===== config.mk =====
export PLATFORM = sky130hd
export DESIGN_NAME = pkt_stamp_latch
export DESIGN_NICKNAME = d
export VERILOG_FILES = /design/src/rtl/stamp_pkg.sv /design/src/rtl/stamp_time_ctr.sv /design/src/rtl/stamp_side.sv /design/src/rtl/pkt_stamp_latch.sv
export SDC_FILE = /design/constraint.sdc
export NUM_CORES = 1
export LEC_CHECK = 0
export BUFFER_PORTS_ARGS = -buffer_cell sky130_fd_sc_hd__buf_2
export CORE_MARGIN = 3
export CORE_UTILIZATION = 30
export CTS_BUF_LIST = sky130_fd_sc_hd__clkbuf_4 sky130_fd_sc_hd__clkbuf_8
export CTS_CLUSTER_DIAMETER = 30
export DETAILED_ROUTE_END_ITERATION = 16
export HOLD_SLACK_MARGIN = 0.1
export MAX_ROUTING_LAYER = met4
export SLEW_MARGIN = 10
export SYNTH_ARGS = -nofsm -noshare
export SYNTH_HDL_FRONTEND = slang
export SYNTH_HIERARCHICAL = 1
export SYNTH_SLANG_ARGS = --single-unit
export TNS_END_PERCENT = 20

===== constraint.sdc =====
create_clock -name clk -period 3.7 [get_ports clk]
set_input_delay 0.37 -clock clk [delete_from_list [all_inputs] [get_ports clk]]
set_output_delay 0.37 -clock clk [all_outputs]
set_load 0.05 [all_outputs]

===== src/rtl/stamp_pkg.sv =====
package stamp_pkg;
  localparam int ADDR_W = 4;
  localparam int WORD_W = 32;
  localparam int TIME_W = 2 * WORD_W;
  localparam int N_SIDE = 2;            // 0 = transmit, 1 = receive
  localparam int VALID_BIT = 0;
  localparam int EN_BIT = 4;

  typedef enum logic [ADDR_W-1:0] {
    A_TIME_LO = 4'd0,
    A_TIME_HI = 4'd1,
    A_INC     = 4'd2,
    A_TX_CTL  = 4'd4,
    A_TX_LO   = 4'd5,
    A_TX_HI   = 4'd6,
    A_RX_CTL  = 4'd8,
    A_RX_LO   = 4'd9,
    A_RX_HI   = 4'd10
  } reg_addr_e;

  // per-side base: control at base, low at base+1, high at base+2
  function automatic logic [ADDR_W-1:0] side_base(input int s);
    return ADDR_W'(4 * (s + 1));
  endfunction
endpackage


===== src/rtl/stamp_time_ctr.sv =====
module stamp_time_ctr #(
  parameter int WORD_W = 32,
  parameter int TIME_W = 64,
  parameter logic [WORD_W-1:0] INC_RESET = 1
) (
  input  logic              clk,
  input  logic              rst,
  input  logic              inc_wr,
  input  logic [WORD_W-1:0] inc_wdata,
  output logic [WORD_W-1:0] inc,
  output logic [TIME_W-1:0] now
);
  always_ff @(posedge clk) begin
    if (rst) begin
      inc <= INC_RESET;
      now <= '0;
    end else begin
      if (inc_wr) inc <= inc_wdata;
      now <= now + TIME_W'(inc);
    end
  end

  // time grows by the addend that was in place on the previous cycle
  p_advance_r2: assert property (@(posedge clk) disable iff (rst)
    !$past(rst) |-> now == $past(now) + TIME_W'($past(inc)));
endmodule


===== src/rtl/stamp_side.sv =====
module stamp_side #(
  parameter int TIME_W = 64
) (
  input  logic              clk,
  input  logic              rst,
  input  logic              ctl_wr,
  input  logic              ctl_en_wdata,
  input  logic              rd_hi,
  input  logic              sof,
  input  logic              want,
  input  logic [TIME_W-1:0] now,
  output logic              valid,
  output logic              en,
  output logic [TIME_W-1:0] snap
);
  logic cap_go;
  assign cap_go = sof && want && en && !valid;

  always_ff @(posedge clk) begin
    if (rst) begin
      valid <= 1'b0;
      en    <= 1'b0;
      snap  <= '0;
    end else begin
      if (ctl_wr) en <= ctl_en_wdata;
      if (cap_go) begin
        snap  <= now;
        valid <= 1'b1;
      end else if (rd_hi) begin
        valid <= 1'b0;
      end
    end
  end

  // a held stamp does not move
  p_frozen_r6: assert property (@(posedge clk) disable iff (rst)
    valid |=> $stable(snap));
  // high-word read frees a held stamp
  p_release_r7: assert property (@(posedge clk) disable iff (rst)
    (valid && rd_hi) |=> !valid);
  // a qualified strobe sets valid
  p_capture_r4: assert property (@(posedge clk) disable iff (rst)
    (sof && want && en && !valid) |=> valid);
  // nothing is stored while disabled
  p_idle_r5: assert property (@(posedge clk) disable iff (rst)
    (!en && !valid) |=> !valid);
endmodule


===== src/rtl/pkt_stamp_latch.sv =====
module pkt_stamp_latch
  import stamp_pkg::*;
#(
  parameter logic [WORD_W-1:0] INC_RESET = 1
) (
  input  logic              clk,
  input  logic              rst,
  input  logic              reg_wr,
  input  logic              reg_rd,
  input  logic [ADDR_W-1:0] reg_addr,
  input  logic [WORD_W-1:0] reg_wdata,
  output logic [WORD_W-1:0] reg_rdata,
  input  logic              tx_sof,
  input  logic              tx_stamp,
  input  logic              rx_sof,
  input  logic              rx_stamp
);
  logic [WORD_W-1:0] inc;
  logic [TIME_W-1:0] now;
  logic [N_SIDE-1:0] sof_v, want_v, valid_v, en_v;
  logic [TIME_W-1:0] snap_v [N_SIDE];

  assign sof_v  = {rx_sof, tx_sof};
  assign want_v = {rx_stamp, tx_stamp};

  stamp_time_ctr #(.WORD_W(WORD_W), .TIME_W(TIME_W), .INC_RESET(INC_RESET)) u_ctr (
    .clk(clk), .rst(rst),
    .inc_wr(reg_wr && reg_addr == A_INC),
    .inc_wdata(reg_wdata),
    .inc(inc), .now(now)
  );

  for (genvar s = 0; s < N_SIDE; s++) begin : g_side
    localparam logic [ADDR_W-1:0] BASE = side_base(s);
    stamp_side #(.TIME_W(TIME_W)) u_side (
      .clk(clk), .rst(rst),
      .ctl_wr(reg_wr && reg_addr == BASE),
      .ctl_en_wdata(reg_wdata[EN_BIT]),
      .rd_hi(reg_rd && reg_addr == BASE + ADDR_W'(2)),
      .sof(sof_v[s]), .want(want_v[s]), .now(now),
      .valid(valid_v[s]), .en(en_v[s]), .snap(snap_v[s])
    );
  end

  logic [WORD_W-1:0] rd_mux;
  always_comb begin
    rd_mux = '0;
    case (reg_addr)
      A_TIME_LO: rd_mux = now[WORD_W-1:0];
      A_TIME_HI: rd_mux = now[TIME_W-1:WORD_W];
      A_INC:     rd_mux = inc;
      default: begin
        for (int s = 0; s < N_SIDE; s++) begin
          if (reg_addr == side_base(s)) begin
            rd_mux[VALID_BIT] = valid_v[s];
            rd_mux[EN_BIT]    = en_v[s];
          end else if (reg_addr == side_base(s) + ADDR_W'(1)) begin
            rd_mux = snap_v[s][WORD_W-1:0];
          end else if (reg_addr == side_base(s) + ADDR_W'(2)) begin
            rd_mux = snap_v[s][TIME_W-1:WORD_W];
          end
        end
      end
    endcase
  end

  always_ff @(posedge clk) begin
    if (rst) reg_rdata <= '0;
    else if (reg_rd) reg_rdata <= rd_mux;
  end

  // the high-word read returns the held value, not a live one
  p_hi_read_r7: assert property (@(posedge clk) disable iff (rst)
    (reg_rd && reg_addr == A_TX_HI && valid_v[0]) |=>
      reg_rdata == $past(snap_v[0][TIME_W-1:WORD_W]));
  // a request in the releasing cycle leaves the latch clear
  p_drop_r8: assert property (@(posedge clk) disable iff (rst)
    (reg_rd && reg_addr == A_TX_HI && valid_v[0] && tx_sof && tx_stamp) |=> !valid_v[0]);
endmodule


# --- Word level (Yosys, flattened, before mapping) ---
# Index checks and enable logic that the tools add are counted.
totals:
  latchBits: 0
  ramBits: 0
  ff_bits: 260
  output_inout_bits: 32
  wordCells: 51
  input_bits: 44
  mem_bits_ro: 0
  memories: 0
classes:
  div_mod_pow: 0
  shifts: 0
  addsub: 1
  n_eq_ne: 8
  bitwise_logic: 0
  muxes: 17
  n_reduce_logical: 16
  mul: 0
  magnitude_cmp: 0
op_table:
  columns: ["cell", "count"]
  rows:
  - ["$mux 32", 4]
  - ["$pmux 32 s3", 1]
  - ["$add 64x32->64", 1]
  - ["$mux 27", 2]
  - ["$eq 4x3->1 const B", 3]
  - ["$eq 4x4->1 const B", 3]
  - ["$logic_and 1x1->1", 11]
  - ["$mux 1", 8]
  - ["$mux 3", 2]
  - ["$eq 4x1->1 const B", 1]
  - ["$eq 4x2->1 const B", 1]
  - ["$logic_not 4->1", 1]
  - ["$reduce_bool 2->1", 2]
  - ["$logic_not 1->1", 2]

# --- Depth between registers and ports, before layout ---
# Gate-level depths: netlist of run 1.
logic_depth:
  depth_word: 8
  depth_mapped: 11
  ltp_nobuf: 10

# --- Modules after synthesis ---
# The synthesis of run 1 kept the hierarchy.
by_module_without_submodules:
  columns: ["mod", "instances", "area_per_inst_um2", "cells_per_inst", "seq_area_each_um2"]
  rows:
  - ["stamp_side", 2, 2984.1, 285, 1321.3]
  - ["stamp_time_ctr", 1, 5327.6, 605, 1921.8]
  - ["pkt_stamp_latch", 1, 2773.9, 324, 640.6]

# --- Worst setup path before layout of run 1 ---
# Ideal clock, no wire load.
synth_path:
  path_type: "register to register"
  startpoint: "register u_ctr.now[0]"
  endpoint: "register u_ctr.now[58]"
  setup_slack_ns: 0.921
  stages_incl_launch_ff: 12
  n_path_buf: 1
  required_time_ns: 3.629
  arrival_ns: 2.708
  synth_period_minus_slack_ns: 2.779
  setup_ns: 0.071
  cell_sequence: "dfxtp_1 ha_1 fa_1 a21o_1 a221oi_2 o41a_1 nand3_1 a211oi_2 nor3_1 buf_2 a31o_2 a21oi_1"
synth_between:
  elab_chain_len: 1
synth_rtl:
  columns: ["element", "line", "source"]
  rows:
  - ["start: declaration", "stamp_time_ctr.sv:11", "output logic [TIME_W-1:0] now"]
  - ["start signal: assignment", "stamp_time_ctr.sv:19", "now <= now + TIME_W'(inc);"]
  - ["$add 64x32->64", "stamp_time_ctr.sv:19", null]
# Every way passes these cells.
# A chain may end at the register's enable or synchronous reset.

# --- Worst setup path after layout of run 1 ---
layout_path:
  startpoint: "register u_ctr.now[0]"
  endpoint: "register u_ctr.now[60]"
# Same word-level chain as after synthesis.

==> results of run 1 <==
[synth_stat cells (all sizes together) (18+ instances only)]
| cell type | number | area share, % |
|---|---|---|
| a211oi | 21 | 1.2 |
| xnor2 | 22 | 1.4 |
| mux2 | 39 | 3.1 |
| a222oi | 25 | 1.8 |
| nor2b | 18 | 0.80 |
| a22oi | 30 | 1.6 |
| mux2i | 171 | 12 |
| buf | 49 | 3.2 |
| a21o | 22 | 1.2 |
| o211a | 19 | 1.4 |
| o21ai | 27 | 0.96 |
| clkbuf | 65 | 1.8 |
| dfxtp | 260 | 37 |
| a21oi | 49 | 1.7 |
| nand3 | 19 | 0.71 |
| ha | 32 | 2.8 |
| nor2 | 117 | 3.1 |
| nand2 | 54 | 1.5 |
| nand2b | 262 | 12 |
[cell usage in the layout, fill, tap and decap left out, types with 16 or more instances in the layout]
| cell | netlist | routed |
|---|---|---|
| nand2b_1 | 262 | 262 |
| dfxtp_1 | 260 | 260 |
| mux2i_1 | 171 | 171 |
| nor2_1 | 117 | 117 |
| buf_2 | 16 | 74 |
| clkbuf_8 | 0 | 72 |
| nand2_1 | 53 | 53 |
| a21oi_1 | 49 | 49 |
| mux2_2 | 38 | 38 |
| dlygate4sd3_1 | 0 | 32 |
| ha_1 | 32 | 32 |
| a22oi_1 | 30 | 30 |
| a222oi_1 | 25 | 25 |
| o21ai_0 | 25 | 25 |
| buf_4 | 7 | 23 |
| a21o_1 | 22 | 22 |
| xnor2_1 | 22 | 22 |
| o211a_1 | 19 | 19 |
| a211oi_1 | 19 | 19 |
| nor2b_1 | 18 | 18 |
| nand3_1 | 18 | 18 |
| nand4_1 | 16 | 16 |
[flip-flops by register name (all words and copies together), names as in the netlist]
signal	cells
reg_rdata	32
g_side.u_side/valid	2
u_ctr/now	64
g_side.u_side/snap	128
g_side.u_side/en	2
u_ctr/inc	32
[critical path, cell delays in order, from the launching register on]
cell and delay [ps]:
dfxtp_1 340, ha_1 220, fa_1 410, a21o_1 220
a221oi_2 480, o41a_1 300, nand3_1 140, a211oi_2 210
buf_4 170, nor3_1 50, buf_4 200, a31o_2 250
a21oi_1 120
[logic make-up (layout without fill, tap and decap cells)]
kind of cell / after synthesis / after routing / share of synthesized area (%)
xor gates and xnor gates: 36 / 36 / 2.241
muxes: 210 / 210 / 15.29
buffers and inverters: 124 / 256 / 5.238
other: 0 / 2 / 0
adders and majority gates: 33 / 33 / 2.988
DFF: 260 / 260 / 36.99
AOI/OAI and AO/OA: 274 / 274 / 14.81
and+or+nand+nor: 562 / 562 / 22.45
[cell type report]
| cell class | count | area share, % |
|---|---|---|
| Clock inverter | 30 | 2.535 |
| Sequential cell | 260 | 31.30 |
| Tap cell | 600 | 4.514 |
| Inverter | 10 | 0.2257 |
| Timing Repair Buffer | 135 | 5.883 |
| Antenna cell | 2 | 0.03009 |
| Clock buffer | 81 | 6.365 |
| Multi-Input combinational cell | 1115 | 49.15 |
[report_power, final]
part	switching [mW]	total (mW)	internal, mW
clock	1.39	3.95	2.56
sequential	0.0266	2.86	2.84
combinational	0.282	0.461	0.179
[worst paths after layout]
| check | from | endpoint | slack [ps] | depth (start not counted) |
|---|---|---|---|---|
| max reg2reg | u_ctr/now[0] | u_ctr/now[60] | 500 | 12 |
| min reg2reg | g_side[0].u_side/snap[45] | g_side[0].u_side/snap[45] | 470 | 2 |
| max | u_ctr/now[0] | u_ctr/now[60] | 500 | 12 |
| min | reg_rd | reg_rdata[28] | 230 | 3 |
[per-layer routing]
metal / vias up / track usage [%] / wire [um]
li1: 5510 / - / -
met3: 72 / 2.444 / 1938
met4: 0 / 5.619 / 1101
met5: - / - / 0
met2: 289 / 25.13 / 18290
met1: 5459 / 21.09 / 18210
==> flow_summary_export.csv, run 1 <==
group,metric,value,unit
outcome,status,"completed",
sta,post-route-min-period,3195,ps
drt,vias_per_cell,5.074,
sta,fmax,313.0,MHz
power_and_ir_drop,powerDensity,437.3,nW/um^2
sta,slew_headroom,38.08,%
sta,hold_viol,0,
clock_network,hold_buffers,32,
final_layout,syn_to_final_growth,18.20,%
final_layout,drive_gt1_share,17.47,%
drt,wirelength,39540,um
clock_network,clk_path_buf_depth,3,
final_layout,fin_util,36.26,%
synthesis,avgSynthCellArea,9.386,sq um
sta,tightest_slew,926.9,ps
clock_network,htree_levels,2,
die,io_pins,76,
final_layout,fillers,4635,
placed_design,dp_slack,583.3,ps
placed_design,dp_hpwl,27010,um
final_layout,instances_no_fill,2233,
global_routing,grt_pass1_vias,11246,
global_routing,antenna_found_initial,2,
sta,fin_ws,505.0,ps
synthesis,postSynthCellCount,1499,
clock_network,cts_root_buffer,"clkbuf_8",
die,start_util,30.67,%
power_and_ir_drop,total_power,7.273,mW
placed_design,io_buffer_count,75,
clock_network,worstSkewPairLatency,600,ps
setup_path,crit_type,"register to register",
synthesis,synth.ff_latch_count,260,
setup_path,start_kind,"register",
worst_hold_path,worstHoldPathType,"input pin to register",
final_layout,nets,1659,
die,dieArea,49530,sq um
sta,finClkSkew,15.55,ps
sta,whs,228.7,ps
synthesis,yosys_warnings,6,
placed_design,gp_congestion,0.8613,
placed_design,place_area,14830,sq um
setup_path,arrival,3700,ps
drt,postRouteAntennaNets,0,
clock_network,clk_pin_slew,60,ps
setup_path,critPathMaxFanout,11,
clock_network,cts_resized,0,
final_layout,final_area,16630,sq um
clock_network,post-cts-setup-buffer-count,0,
die,std_cell_rows,78,
synthesis,synth-main-ff-cell,"dfxtp_1",
die,die_h,222.6,um
drt,wl_per_cell,17.71,um
sta,slew_violations,0,
die,chipWidth,222.6,um
sta,tns,0,ps
synthesis,synthDistinctLibCells,76,
run,drv_cap,0,
synthesis,syn-cell-area,14070,sq um
drt,dr_total_vias,11330,
global_routing,grt_start_max_net_pins,142,
global_routing,grt_overflow,0,
final_layout,multi_input_area,8174,sq um
synthesis,synth-edff-count,0,
clock_network,cts_sinks,260,
global_routing,track_usage,16.04,%
synthesis,seq_area_frac_synth,36.99,%
setup_path,end_kind,"register",
drt,route.detailed.drc,0,
power_and_ir_drop,p_leak,5.931,nW
synthesis,ys_async_sr_fraction,0,%
sta,post-route-period-util,86.35,%
power_and_ir_drop,ir_drop,0.0002103,V
sta,rsz0062_at_grt,"false",
drt,drtIter0Drc,831,
placed_design,dp_cells,2088,
sta,finalSetupViolations,0,
clock_network,tritoncts,"built",
final_layout,seq_area,5205,sq um
global_routing,grt_pass1_wl,63090,um
setup_path,required,4210,ps
clock_network,numCtsBuffers,60,
die,design.core.area,45870,sq um
synthesis,synth_nets,1576,
drt,first_pass_iters,7,
Note: power is estimated with default switching activity, not from simulation.
==> run 2: changes to the inputs <==
- ABC_AREA: not set -> 1
==> flow_summary_export.csv, run 2 <==
group,metric,value,unit
global_routing,grt_pass1_vias,14461,
final_layout,drive_gt1_share,12.79,%
final_layout,nets,2670,
setup_path,cp-startpoint,"u_ctr/now[31]",
synthesis,yosysMostFrequentCell,"nand2_1",
die,die_h,232.3,um
power_and_ir_drop,internal_power,5.639,mW
clock_network,numCtsBuffers,69,
sta,rsz0062_at_grt,"false",
drt,drtIter0Drc,1473,
synthesis,synthDistinctLibCells,35,
clock_network,htree_levels,3,
run,drv_cap,0,
drt,wl_per_cell,16.45,um
final_layout,largest_reg_flops,128,
placed_design,dp_cells,3162,
setup_path,crit_buf_inv,0,
setup_path,max_stage_delay,480,ps
die,dieArea,53970,sq um
power_and_ir_drop,p_sw,1.935,mW
final_layout,mostFrequentLayoutCells,"602 x nand2_1, 468 x nor2_1, 327 x inv_1",
global_routing,track_usage,20.51,%
setup_path,start_kind,"register",
die,std_cell_rows,82,
synthesis,syn-cell-area,15370,sq um
placed_design,io_buffer_count,75,
sta,tightest_slew,1048,ps
synthesis,synth_nets,2573,
sta,fmax,441.8,MHz
sta,finalSetupViolations,0,
die,design.core.area,50380,sq um
drt,dr_total_vias,15953,
global_routing,antenna_found_initial,0,
power_and_ir_drop,p_clk_share,55.2,%
setup_path,critPathMaxFanout,5,
final_layout,regMostFlops,"g_side.u_side/snap",
global_routing,grt_pass1_wl,83430,um
synthesis,synth-edff-count,0,
sta,post-route-period-util,61.17,%
die,start_util,30.51,%
final_layout,largestRegisters,"g_side.u_side/snap (128), u_ctr/now (64)",
final_layout,layout_commonest_cell,"nand2_1",
synthesis,ys_async_sr_fraction,0,%
final_layout,instances_no_fill,3314,
sta,tns,0,ps
clock_network,tritoncts,"built",
sta,slew_headroom,30.00,%
setup_path,timing.rr.start,"u_ctr/now[31]",
synthesis,synth-main-ff-cell,"dfxtp_1",
final_layout,syn_to_final_growth,17.13,%
drt,postRouteAntennaNets,0,
final_layout,num_antenna_cells,0,
clock_network,clk_path_buf_depth,3,
synthesis,seq_area_frac_synth,33.87,%
setup_path,cp_top_family,"compound AO/OA/AOI/OAI gates",
drt,vias_per_cell,4.814,
drt,wirelength,54520,um
sta,post-route-min-period,2263,ps
setup_path,arrival,2780,ps
clock_network,cts_sinks,260,
final_layout,final_area,18000,sq um
setup_path,required,4210,ps
outcome,status,"completed",
power_and_ir_drop,ir_drop,0.0002131,V
setup_path,crit_path_cell_trace,"ha_1 -> a21oi_1 -> o21ai_0 -> nor2_1 -> nand2_1 -> a21oi_1 -> nand2_1 -> nand2_1 -> nor2_1",
global_routing,grt_overflow,0,
synthesis,synth_top_area_share,33.87,%
power_and_ir_drop,p_leak,7.939,nW
setup_path,crit_type,"register to register",
sta,hold_viol,0,
worst_hold_path,worstHoldPathType,"input pin to register",
clock_network,cts_root_buffer,"clkbuf_8",
setup_path,cp_slowest_cell,"dfxtp_1",
drt,first_pass_iters,8,
sta,slew_violations,0,
die,io_pins,76,
synthesis,synth_top_area_cell,"dfxtp_1",
final_layout,multi_input_area,8217,sq um
setup_path,cp_common_cell,"nand2_1",
synthesis,synthTopCellsByArea,"dfxtp_1 34%, nand2_1 15%, nor2_1 11%",
clock_network,post-cts-setup-buffer-count,0,
power_and_ir_drop,seqPwrFrac,38.3,%
synthesis,synth_commonest_cells,"602 x nand2_1, 469 x nor2_1, 328 x inv_1",
global_routing,grt_start_max_net_pins,66,
die,chipWidth,232.3,um
final_layout,fillers,5572,
final_layout,seq_area,5205,sq um
worst_hold_path,min-delay-start,"rst",
synthesis,avgSynthCellArea,6.157,sq um
setup_path,end_kind,"register",
power_and_ir_drop,powerDensity,420.8,nW/um^2
synthesis,synth.ff_latch_count,260,
clock_network,worstSkewPairLatency,630,ps
placed_design,gp_congestion,0.9637,
drt,route.detailed.drc,0,
clock_network,clk_pin_slew,50,ps
sta,finClkSkew,34.94,ps
placed_design,place_area,16120,sq um
placed_design,dp_hpwl,37200,um
synthesis,yosys_warnings,6,
power_and_ir_drop,comb_power_share,6.5,%
power_and_ir_drop,p_sw_share,25.54,%
synthesis,postSynthCellCount,2496,
run 2: cell count changes in the layout (fill, tap and decap cells not counted), sizes merged, moves of 30 or more:
cell / previous run / this run
mux2i: 171 / 0
o21ai: 27 / 95
nand2: 54 / 630
a21oi: 49 / 136
inv: 10 / 346
nand3: 19 / 318
a22oi: 30 / 0
nor2: 117 / 512
mux2: 39 / 0
nand2b: 262 / 0
run 2: per-stage QoR:
step | utilization [%] | worst slack [ps] | hold WS, ps | total power [mW]
floorplan | - | 1844 | 442.4 | 3.254
finish | 35.73 | 1437 | 191.9 | 7.574
CTS | 35.73 | 1456 | 146.7 | 7.633
detailed placement | 31.99 | 1440 | 470.9 | 3.416
global route | 35.73 | 1265 | 178.7 | 7.837
global placement | 31.99 | 1465 | 461.4 | 3.415
run 2: repair_timing:
action | 4_1_cts | 5_1_grt
endpoints found under the hold margin | 34 | 0
hold buffers | 32 | 0
gates resized for setup | 0 | 0
run 2: final timing paths:
path,slack (ps),cells past startpoint,endpoint
setup / recovery,1440,9,u_ctr/now[32]
hold / removal,190,2,u_ctr/now[1]
setup reg to reg,1440,9,u_ctr/now[32]
hold reg to reg,480,2,g_side[1].u_side/snap[58]
run 2: routing by layer:
metal	track usage [%]	vias up	wire length, um	part of all wire, %
met5	-	-	0	0
met4	6.797	0	1467	2.7
met3	4.244	89	4382	8.0
met2	30.74	604	23740	44
met1	27.49	7275	24940	46
li1	-	7985	-	-
run 2: layout make-up:
| type | count | share of cell area (%) |
|---|---|---|
| flip-flops and latches | 260 | 28.92 |
| clock buffers | 90 | 6.569 |
| clock inverters | 30 | 2.120 |
| repair buffers | 129 | 4.852 |
| multi-input cells | 1787 | 45.65 |
| inverters | 346 | 7.222 |
| well taps | 672 | 4.671 |
run 2: cell families (layout without fill, tap and decap cells):
kind of cell / after synthesis / count (layout) / share of synthesized area [%]
buffers and inverters: 449 / 595 / 12.78
adder cells (fa/ha/maj): 33 / 33 / 2.736
flip-flops: 260 / 260 / 33.87
AO/OA/AOI/OAI: 241 / 241 / 8.077
AND/OR/NAND/NOR: 1513 / 1513 / 42.53
run 2: power groups by stage:
stage	Combinational, mW	Clock (mW)	Sequential [mW]
after floorplan	0.259	0	3.00
after global placement	0.458	0	2.96
after detailed placement	0.459	0	2.96
after CTS	0.486	4.25	2.90
after global routing	0.530	4.40	2.90
final	0.489	4.18	2.90
==> run 3: changes to the inputs <==
- clock period: 3.7 -> 2.2 ns (I/O delays scaled with it)
==> flow_summary_export.csv, run 3 (synthesis results as in run 2) <==
group,metric,value,unit
die,std_cell_rows,82,
drt,vias_per_cell,4.782,
clock_network,clk_path_buf_depth,3,
global_routing,grt_overflow,0,
die,dieArea,53970,sq um
setup_path,required,2710,ps
outcome,status,"completed",
final_layout,syn_to_final_growth,24.30,%
drt,postRouteAntennaNets,0,
global_routing,grt_start_max_net_pins,66,
placed_design,dp_hpwl,39820,um
final_layout,drive_gt1_share,16.41,%
sta,rsz0062_at_grt,"true",
sta,tightest_slew,792.4,ps
drt,drtIter0Drc,1528,
power_and_ir_drop,ir_drop,0.0003794,V
setup_path,start_kind,"input pin",
global_routing,grt_pass1_wl,87950,um
die,die_h,232.3,um
drt,route.detailed.drc,0,
sta,slew_headroom,47.17,%
power_and_ir_drop,powerDensity,718.0,nW/um^2
worst_hold_path,worstHoldPathType,"input pin to register",
sta,slew_violations,0,
clock_network,htree_levels,3,
placed_design,io_buffer_count,75,
clock_network,cts_sinks,260,
final_layout,multi_input_area,8302,sq um
final_layout,regMostFlops,"g_side.u_side/snap",
drt,wl_per_cell,17.01,um
clock_network,worstSkewPairLatency,660,ps
power_and_ir_drop,p_leak,8.481,nW
setup_path,end_kind,"register",
clock_network,post-cts-setup-buffer-count,0,
sta,fin_ws,75.15,ps
final_layout,fin_util,37.92,%
sta,whs,148.6,ps
setup_path,crit_type,"input pin to register",
clock_network,cts_root_buffer,"clkbuf_8",
final_layout,num_antenna_cells,0,
global_routing,track_usage,21.76,%
clock_network,numCtsBuffers,74,
global_routing,grt_pass1_vias,14968,
final_layout,largestRegisters,"g_side.u_side/snap (128), u_ctr/now (64)",
clock_network,tritoncts,"built",
die,start_util,30.51,%
sta,hold_viol,0,
sta,post-route-period-util,96.58,%
clock_network,clk_pin_slew,60,ps
die,design.core.area,50380,sq um
final_layout,layout_commonest_cell,"nand2_1",
run,drv_cap,0,
drt,first_pass_iters,8,
setup_path,critPathMaxFanout,5,
setup_path,arrival,2630,ps
sta,finalSetupViolations,0,
final_layout,largest_reg_flops,128,
global_routing,antenna_found_initial,0,
die,chipWidth,232.3,um
drt,dr_total_vias,16296,
placed_design,dp_slack,82.84,ps
placed_design,gp_congestion,1.028,
sta,post-route-min-period,2125,ps
sta,finClkSkew,40.64,ps
drt,wirelength,57960,um
sta,fmax,470.6,MHz
final_layout,nets,2756,
final_layout,fillers,5404,
die,io_pins,76,
final_layout,seq_area,5206,sq um
final_layout,mostFrequentLayoutCells,"597 x nand2_1, 466 x nor2_1, 327 x inv_1",
[run 3: final timing paths]
kind / slack, ps / end / startpoint / cells after the start
max: 80 / g_side[1].u_side/en / reg_addr[2] / 10
min: 150 / reg_rdata[10] / reg_rd / 5
max reg2reg: 100 / u_ctr/now[62] / u_ctr/inc[27] / 11
min reg2reg: 480 / g_side[0].u_side/snap[24] / g_side[0].u_side/snap[24] / 2
[run 3: area by class of cell]
type	instances	share of cell area [%]
Sequential cell	260	27.25
Tap cell	672	4.402
Clock buffer	96	6.720
Multi-Input combinational cell	1787	43.46
Clock inverter	37	2.666
Inverter	346	6.799
Timing Repair Buffer	210	8.698
[run 3: routing by layer]
layer	up-vias	track usage [%]	part of all wire [%]
met4	0	7.146	2.4
li1	8184	-	-
met1	7455	29.50	46
met3	98	4.318	7.6
met2	559	32.39	44
met5	-	-	0
[run 3: where the power goes]
group / switching [mW] / total, mW / internal [mW]
combinational: 0.637 / 0.935 / 0.297
clock: 2.78 / 7.92 / 5.14
sequential: 0.0676 / 4.86 / 4.80
[run 3: stage by stage]
stage / total power, mW / std cells / TNS [ps] / area [sq um]
floorplan: 5.473 / 2496 / 0 / 15370
global placement: 5.818 / 3236 / 0 / 16830
detailed placement: 5.819 / 3236 / 0 / 16830
CTS: 13.82 / 3408 / 0 / 19020
global route: 14.19 / 3408 / -17.02 / 19100
finish: 13.72 / 3408 / 0 / 19100
[run 3: repair_timing]
| item | in CTS | in global routing |
|---|---|---|
| endpoints found under the hold margin | 39 | 0 |
| endpoints found under the setup margin | 0 | 25 |
| resized for setup | 0 | 26 |
| hold buffers | 39 | 0 |
[run 3: critical path: stages]
cell and delay, ps:
dlygate4sd3_1 530, buf_2 120, inv_2 100, nand2_2 110
nor3_2 200, nor2_1 70, a21oi_1 110, dlygate4sd3_1 560
nor2_1 40, dlygate4sd3_1 580
